File: src/rtl/rxq_pause_pkg.sv
package rxq_pause_pkg;

  // Number of whole bus units needed to hold nbytes (partial unit rounds up).
  function automatic int ceil_units(input int nbytes, input logic wide);
    int shift;
    shift = wide ? 3 : 2;
    return (nbytes + (1 << shift) - 1) >> shift;
  endfunction

  // Add and subtract in one step, then clamp into [0, maxval].
  function automatic int clamp_step(input int cur, input int add, input int sub,
                                    input int maxval);
    int s;
    s = cur + add - sub;
    if (s < 0) s = 0;
    if (s > maxval) s = maxval;
    return s;
  endfunction

endpackage

File: src/rtl/rxq_unit_conv.sv
module rxq_unit_conv #(
  parameter int BYTE_W = 14,
  parameter int UNIT_W = BYTE_W - 1
) (
  input  logic              en,
  input  logic [BYTE_W-1:0] nbytes,
  input  logic              wide,
  output logic [UNIT_W-1:0] units
);
  import rxq_pause_pkg::*;

  int raw;

  always_comb begin
    raw   = ceil_units(int'(nbytes), wide);
    units = en ? UNIT_W'(raw) : '0;
  end
endmodule

File: src/rtl/rxq_occ_counter.sv
module rxq_occ_counter #(
  parameter int BYTE_W = 14,
  parameter int OCC_W  = 12
) (
  input  logic              clk,
  input  logic              rst_n,
  input  logic              wr_en,
  input  logic [BYTE_W-1:0] wr_bytes,
  input  logic              rd_en,
  input  logic [BYTE_W-1:0] rd_bytes,
  input  logic              bus_wide,
  output logic [OCC_W-1:0]  occ
);
  import rxq_pause_pkg::*;

  localparam int UNIT_W  = BYTE_W - 1;
  localparam int OCC_MAX = (1 << OCC_W) - 1;
  localparam int LANES   = 2;

  logic              lane_en    [LANES];
  logic [BYTE_W-1:0] lane_bytes [LANES];
  logic [UNIT_W-1:0] lane_units [LANES];

  assign lane_en[0]    = wr_en;
  assign lane_bytes[0] = wr_bytes;
  assign lane_en[1]    = rd_en;
  assign lane_bytes[1] = rd_bytes;

  for (genvar g = 0; g < LANES; g++) begin : g_lane
    rxq_unit_conv #(.BYTE_W(BYTE_W), .UNIT_W(UNIT_W)) u_conv (
      .en     (lane_en[g]),
      .nbytes (lane_bytes[g]),
      .wide   (bus_wide),
      .units  (lane_units[g])
    );
  end

  // Named events for checking.
  logic [UNIT_W-1:0] inc_units, dec_units;
  assign inc_units = lane_units[0];
  assign dec_units = lane_units[1];

  int occ_next;
  always_comb
    occ_next = clamp_step(int'(occ), int'(inc_units), int'(dec_units), OCC_MAX);

  always_ff @(posedge clk or negedge rst_n) begin
    if (!rst_n) occ <= '0;
    else        occ <= OCC_W'(occ_next);
  end


  occ_ceiling_chk: assert property (@(posedge clk) disable iff (!rst_n)
    (int'(occ) == OCC_MAX && inc_units >= dec_units) |=> (int'(occ) == OCC_MAX));


  occ_floor_chk: assert property (@(posedge clk) disable iff (!rst_n)
    (int'(dec_units) >= int'(occ) + int'(inc_units)) |=> (occ == '0));

endmodule

File: src/rtl/rxq_level_cmp.sv
module rxq_level_cmp #(
  parameter int OCC_W = 12,
  parameter int LVL_W = 11
) (
  input  logic             clk,
  input  logic             rst_n,
  input  logic [OCC_W-1:0] occ,
  input  logic [LVL_W-1:0] hi_level,
  input  logic [LVL_W-1:0] lo_level,
  output logic             above_hi,
  output logic             below_lo
);
  localparam int CW = ((OCC_W > LVL_W) ? OCC_W : LVL_W) + 1;

  logic [CW-1:0] occ_x, hi_lim, lo_lim;

  // Each level counts as its register value plus one unit.
  assign occ_x  = CW'(occ);
  assign hi_lim = CW'(hi_level) + CW'(1);
  assign lo_lim = CW'(lo_level) + CW'(1);

  assign above_hi = occ_x > hi_lim;
  assign below_lo = occ_x < lo_lim;

  // with ordered levels both conditions can never hold together
  level_excl_chk: assert property (@(posedge clk) disable iff (!rst_n)
    (lo_level <= hi_level) |-> !(above_hi && below_lo));

endmodule

File: src/rtl/rxq_req_ctrl.sv
module rxq_req_ctrl #(
  parameter int TMR_W = 16
) (
  input  logic             clk,
  input  logic             rst_n,
  input  logic             en,
  input  logic             above_hi,
  input  logic             below_lo,
  input  logic [TMR_W-1:0] pause_time,
  input  logic             ack,
  output logic             req_valid,
  output logic [TMR_W-1:0] req_timer
);
  logic armed;
  logic evt_pause, evt_zero, evt_any, evt_ack;

  assign evt_pause = en && !armed && above_hi;
  assign evt_zero  = en &&  armed && below_lo;
  assign evt_any   = evt_pause || evt_zero;
  assign evt_ack   = req_valid && ack;

  always_ff @(posedge clk or negedge rst_n) begin
    if (!rst_n) begin
      armed     <= 1'b0;
      req_valid <= 1'b0;
      req_timer <= '0;
    end else if (!en) begin
      armed     <= 1'b0;
      req_valid <= 1'b0;
    end else if (evt_pause) begin
      armed     <= 1'b1;
      req_valid <= 1'b1;
      req_timer <= pause_time;
    end else if (evt_zero) begin
      armed     <= 1'b0;
      req_valid <= 1'b1;
      req_timer <= '0;
    end else if (evt_ack) begin
      req_valid <= 1'b0;
    end
  end


  pause_issue_chk: assert property (@(posedge clk) disable iff (!rst_n)
    (en && !armed && above_hi) |=> (req_valid && armed && req_timer == $past(pause_time)));


  zero_issue_chk: assert property (@(posedge clk) disable iff (!rst_n)
    (en && armed && below_lo) |=> (req_valid && !armed && req_timer == '0));


  no_repeat_chk: assert property (@(posedge clk) disable iff (!rst_n)
    (en && armed && !below_lo && !ack) |=> ($stable(req_valid) && $stable(req_timer) && armed));


  ack_clear_chk: assert property (@(posedge clk) disable iff (!rst_n)
    (en && req_valid && ack && !(above_hi && !armed) && !(below_lo && armed)) |=> !req_valid);


  disable_chk: assert property (@(posedge clk) disable iff (!rst_n)
    !en |=> (!req_valid && !armed));

endmodule

File: src/rtl/rxq_pause_ctrl.sv
module rxq_pause_ctrl #(
  parameter int BYTE_W = 14,
  parameter int OCC_W  = 12,
  parameter int LVL_W  = 11,
  parameter int TMR_W  = 16
) (
  input  logic              clk,
  input  logic              rst_n,
  input  logic              fc_enable,
  input  logic              bus_wide,
  input  logic              wr_en,
  input  logic [BYTE_W-1:0] wr_bytes,
  input  logic              rd_en,
  input  logic [BYTE_W-1:0] rd_bytes,
  input  logic [LVL_W-1:0]  hi_level,
  input  logic [LVL_W-1:0]  lo_level,
  input  logic [TMR_W-1:0]  pause_time,
  output logic              req_valid,
  output logic [TMR_W-1:0]  req_timer,
  input  logic              req_ack
);
  logic [OCC_W-1:0] occ;
  logic             above_hi, below_lo;

  rxq_occ_counter #(.BYTE_W(BYTE_W), .OCC_W(OCC_W)) u_occ (
    .clk      (clk),
    .rst_n    (rst_n),
    .wr_en    (wr_en),
    .wr_bytes (wr_bytes),
    .rd_en    (rd_en),
    .rd_bytes (rd_bytes),
    .bus_wide (bus_wide),
    .occ      (occ)
  );

  rxq_level_cmp #(.OCC_W(OCC_W), .LVL_W(LVL_W)) u_cmp (
    .clk      (clk),
    .rst_n    (rst_n),
    .occ      (occ),
    .hi_level (hi_level),
    .lo_level (lo_level),
    .above_hi (above_hi),
    .below_lo (below_lo)
  );

  rxq_req_ctrl #(.TMR_W(TMR_W)) u_req (
    .clk        (clk),
    .rst_n      (rst_n),
    .en         (fc_enable),
    .above_hi   (above_hi),
    .below_lo   (below_lo),
    .pause_time (pause_time),
    .ack        (req_ack),
    .req_valid  (req_valid),
    .req_timer  (req_timer)
  );
endmodule

File: config.mk
export PLATFORM = sky130hd
export DESIGN_NAME = rxq_pause_ctrl
export DESIGN_NICKNAME = d
export VERILOG_FILES = /design/src/rtl/rxq_pause_pkg.sv /design/src/rtl/rxq_unit_conv.sv /design/src/rtl/rxq_occ_counter.sv /design/src/rtl/rxq_level_cmp.sv /design/src/rtl/rxq_req_ctrl.sv /design/src/rtl/rxq_pause_ctrl.sv
export SDC_FILE = /design/constraint.sdc
export NUM_CORES = 1
export LEC_CHECK = 0
export ABC_AREA = 1
export BUFFER_PORTS_ARGS = -buffer_cell sky130_fd_sc_hd__buf_2
export CAP_MARGIN = 20
export CORE_ASPECT_RATIO = 0.5
export CORE_UTILIZATION = 58
export DETAILED_ROUTE_END_ITERATION = 10
export PLACE_DENSITY_LB_ADDON = 0.12
export SLEW_MARGIN = 20
export SYNTH_ARGS = -nofsm -noshare
export SYNTH_HDL_FRONTEND = slang
export SYNTH_SLANG_ARGS = --single-unit
File: constraint.sdc
create_clock -name clk -period 3.6 [get_ports clk]
set_input_delay 1.08 -clock clk [delete_from_list [all_inputs] [get_ports clk]]
set_output_delay 1.08 -clock clk [all_outputs]
set_load 0.1 [all_outputs]
==> results.sh <==
export IMPL_wirelength_microns=17110
export IMPL_routedWlPerCell_microns=15.58
export IMPL_fillers=457
export IMPL_layout_commonest_cell="nand2_1"
export IMPL_outcome="finished, violations left"
export IMPL_tightest_slew_ns=0.6542
export IMPL_finalMaxSlewViolations=0
export IMPL_p_sw_uw=4014
export IMPL_htreeDepth=2
export IMPL_dp_hpwl_microns=12050
export IMPL_pre_cts_ws_ns=-2.089
export IMPL_drc=0
export IMPL_first_pass_iters=5
export IMPL_insertedDiodeCount=0
export IMPL_switching_share_pct=54.41
export IMPL_reg2reg_slack_ns=-0.13
export IMPL_rows=23
export IMPL_rsz0062_at_grt="true"
export IMPL_slowest_stage="ha_1"
export IMPL_synth_top_area_share_pct=19.81
export IMPL_clk_latency_ns=0.27
export IMPL_drv_cap=0
export IMPL_ys_warn_count=0
export IMPL_hold_ws_ns=0.4937
export IMPL_max_stage_delay_ns=0.31
export IMPL_pwr_share_seq_pct=9.2
export IMPL_synthArstFlopShare_pct=100.0
export IMPL_hold_viol=0
export IMPL_post_route_period_util_pct=150.0
export IMPL_hold_path_end="u_req.req_timer[3]"
export IMPL_grt_use_total_pct=35.34
export IMPL_syn_nets=920
export IMPL_final_cell_mix="nand2_1 (173), buf_4 (139), inv_1 (92)"
export IMPL_crit_top_cell="nand2_2"
export IMPL_ys_flop_type="dfrtp_1"
export IMPL_p_leak_uw=0.003881
export IMPL_relSlewSlack_pct=56.38
export IMPL_pwr_share_comb_pct=85.4
export IMPL_end_kind="register"
export IMPL_die_w_microns=134.8
export IMPL_numPortBuffers=89
export IMPL_finalWorstSetupSlack_ns=-1.800
export IMPL_root_buffer="clkbuf_16"
export IMPL_cp_data_required_time_ns=3.75
export IMPL_grt_pass1_vias=5638
export IMPL_synth_cells=762
export IMPL_setup_viol=12
export IMPL_cp_buffers_inverters=7
export IMPL_ctsLongestPathBuffers=2
export IMPL_critPathLaunchType="primary input"
export IMPL_syn_area_sq_um=5115
export IMPL_synth_seq_cells=30
export IMPL_r2r_cells=24
export IMPL_worst_path_max_fanout=6
export IMPL_grt_ovfl_total=0
export IMPL_finalNetCount=1145
export IMPL_fp_dieH_microns=68.41
export IMPL_cp_arrival_ns=5.55
export IMPL_core_area_sq_um=8259
export IMPL_period_needed_ns=5.400
export IMPL_gp_congestion=0.9423
export IMPL_violations="setup timing"
export IMPL_num_io_pins=90
export IMPL_fin_worst_skew_ns=0.001902
export IMPL_antenna_found_initial=0
export IMPL_cts_tree="done"
export IMPL_synth_top_area_cell="ha_1"
export IMPL_place_area_sq_um=6674
export IMPL_synth_cell_types=50
export IMPL_yosysSeqAreaShare_pct=14.68
export IMPL_num_vias=6219
export IMPL_final_area_sq_um=7228
export IMPL_synth_area_per_cell_sq_um=6.712
export IMPL_fmax_mhz=185.2
export IMPL_crit_type="in -> reg"
export IMPL_final_antenna_net_count=0
export IMPL_grt_max_degree=31
export IMPL_min_from="u_req.req_timer[3]"
export IMPL_crit_family="adder cells"
export IMPL_syn_to_final_growth_pct=41.32
export IMPL_via_per_inst=5.664
export IMPL_layout_drive_gt1_share_pct=34.89
export IMPL_crit_reg2reg_capture="u_occ.occ[1]"
export IMPL_clk_pin_slew_ns=0.05
export IMPL_intPower_uw=3363
export IMPL_grt_pass1_wl_microns=25570
export IMPL_drt_initial_drc_count=418
export IMPL_cts_sinks=30
export IMPL_initial_core_util_pct=61.93
export IMPL_die_area_sq_um=9221
export IMPL_min_path_cells=2
export IMPL_rr_startpoint="u_occ.occ[0]"
export IMPL_synth_edff_count=0
export IMPL_total_power_uw=7376
export IMPL_vdd_drop_max_v=0.0009040
export IMPL_cts_made_buffers=5
export IMPL_ctsHoldBuffers=0
export IMPL_clkPwrFrac_pct=5.3
export IMPL_min_path_type="reg -> reg"
export IMPL_power_density_nw_per_um2=1020
export IMPL_synthTopCellsByArea="ha_1 (20%), dfrtp_1 (15%), nand2_1 (13%)"
-- routing by layer --
layer  part of all wire, %  track usage (%)  routed length, microns
met5                     0                0                       0
met4                   4.3            15.73                     737
met3                   9.1            5.333                    1562
met2                    46            63.40                    7948
met1                    40            43.07                    6863
-- how the worst max path moves through the flow --
stage	from	to	slack, ns	cells past startpoint
2_1_floorplan	bus_wide	u_occ.occ[10]	-1.75	37
3_3_place_gp	bus_wide	u_occ.occ[11]	-1.94	31
3_5_place_dp	bus_wide	u_occ.occ[4]	-2.09	30
5_1_grt	bus_wide	u_occ.occ[1]	-1.98	35
4_1_cts	bus_wide	u_occ.occ[10]	-1.61	35
6_report	bus_wide	u_occ.occ[1]	-1.80	35
-- cell usage after synthesis, drive strengths merged (6+ instances only) --
master  instances
nand4          10
inv           103
nand2         204
ha             81
buf             6
or2             7
nand3b          7
xor2           28
dfrtp          30
nand3          76
nor3            6
nor2           51
xnor2          19
o21ai          30
clkbuf          6
a21oi          57
-- power by group through the flow --
stage | Sequential (uW) | Clock [uW] | Combinational, uW
2_1_floorplan | 1250 | 0 | 3090
3_3_place_gp | 662 | 0 | 5140
3_5_place_dp | 666 | 0 | 5370
4_1_cts | 664 | 394 | 5670
5_1_grt | 691 | 412 | 6780
6_report | 681 | 394 | 6300
-- metrics by stage --
stage	cells	util [%]	TNS, ns
global placement	1079	80.81	-23.14
CTS	1091	84.71	-19.00
finish	1098	87.52	-21.36
floorplan	762	-	-20.79
global route	1098	87.52	-23.72
detailed placement	1079	80.81	-26.49
-- repair_timing --
action	in CTS	in global routing
cloned	1	0
resized for setup	31	36
setup buffers	5	7
setup endpoints to repair	12	30
pin swaps	34	41
-- state kept, by name, indices dropped and copies added (netlist names) --
| register | count |
|---|---|
| u_occ.occ | 12 |
| u_req.armed | 1 |
| u_req.req_timer | 16 |
| u_req.req_valid | 1 |
-- final cells by class --
cell class	count	area [sq um]	share of cell area (%)
Multi-Input combinational cell	617	4278	59.18
Timing Repair Buffer	229	1515	20.96
Sequential cell	30	750.7	10.39
Inverter	104	405.4	5.608
Tap cell	112	140.1	1.939
Clock buffer	6	138.9	1.921
-- kinds of logic after synthesis --
family,after synthesis,synth area share [%]
buffers and inverters,116,9.124
adder cells (fa/ha/maj),85,21.38
flip-flops,30,14.68
AO/OA/AOI/OAI,117,13.36
AND/OR/NAND/NOR,367,33.41
XOR/XNOR,47,8.048
-- worst register-to-register path: cells and delay by family, from the launching register on --
kind / cells / cell delay [ns]
adder cells (fa/ha/maj): 4 / 1.19
flip-flops: 1 / 0.48
AND/OR/NAND/NOR: 11 / 1.07
buffers and inverters: 4 / 0.32
AO/OA/AOI/OAI: 4 / 0.39
XOR/XNOR: 1 / 0.15
Note: power is estimated with default switching activity, not from simulation.
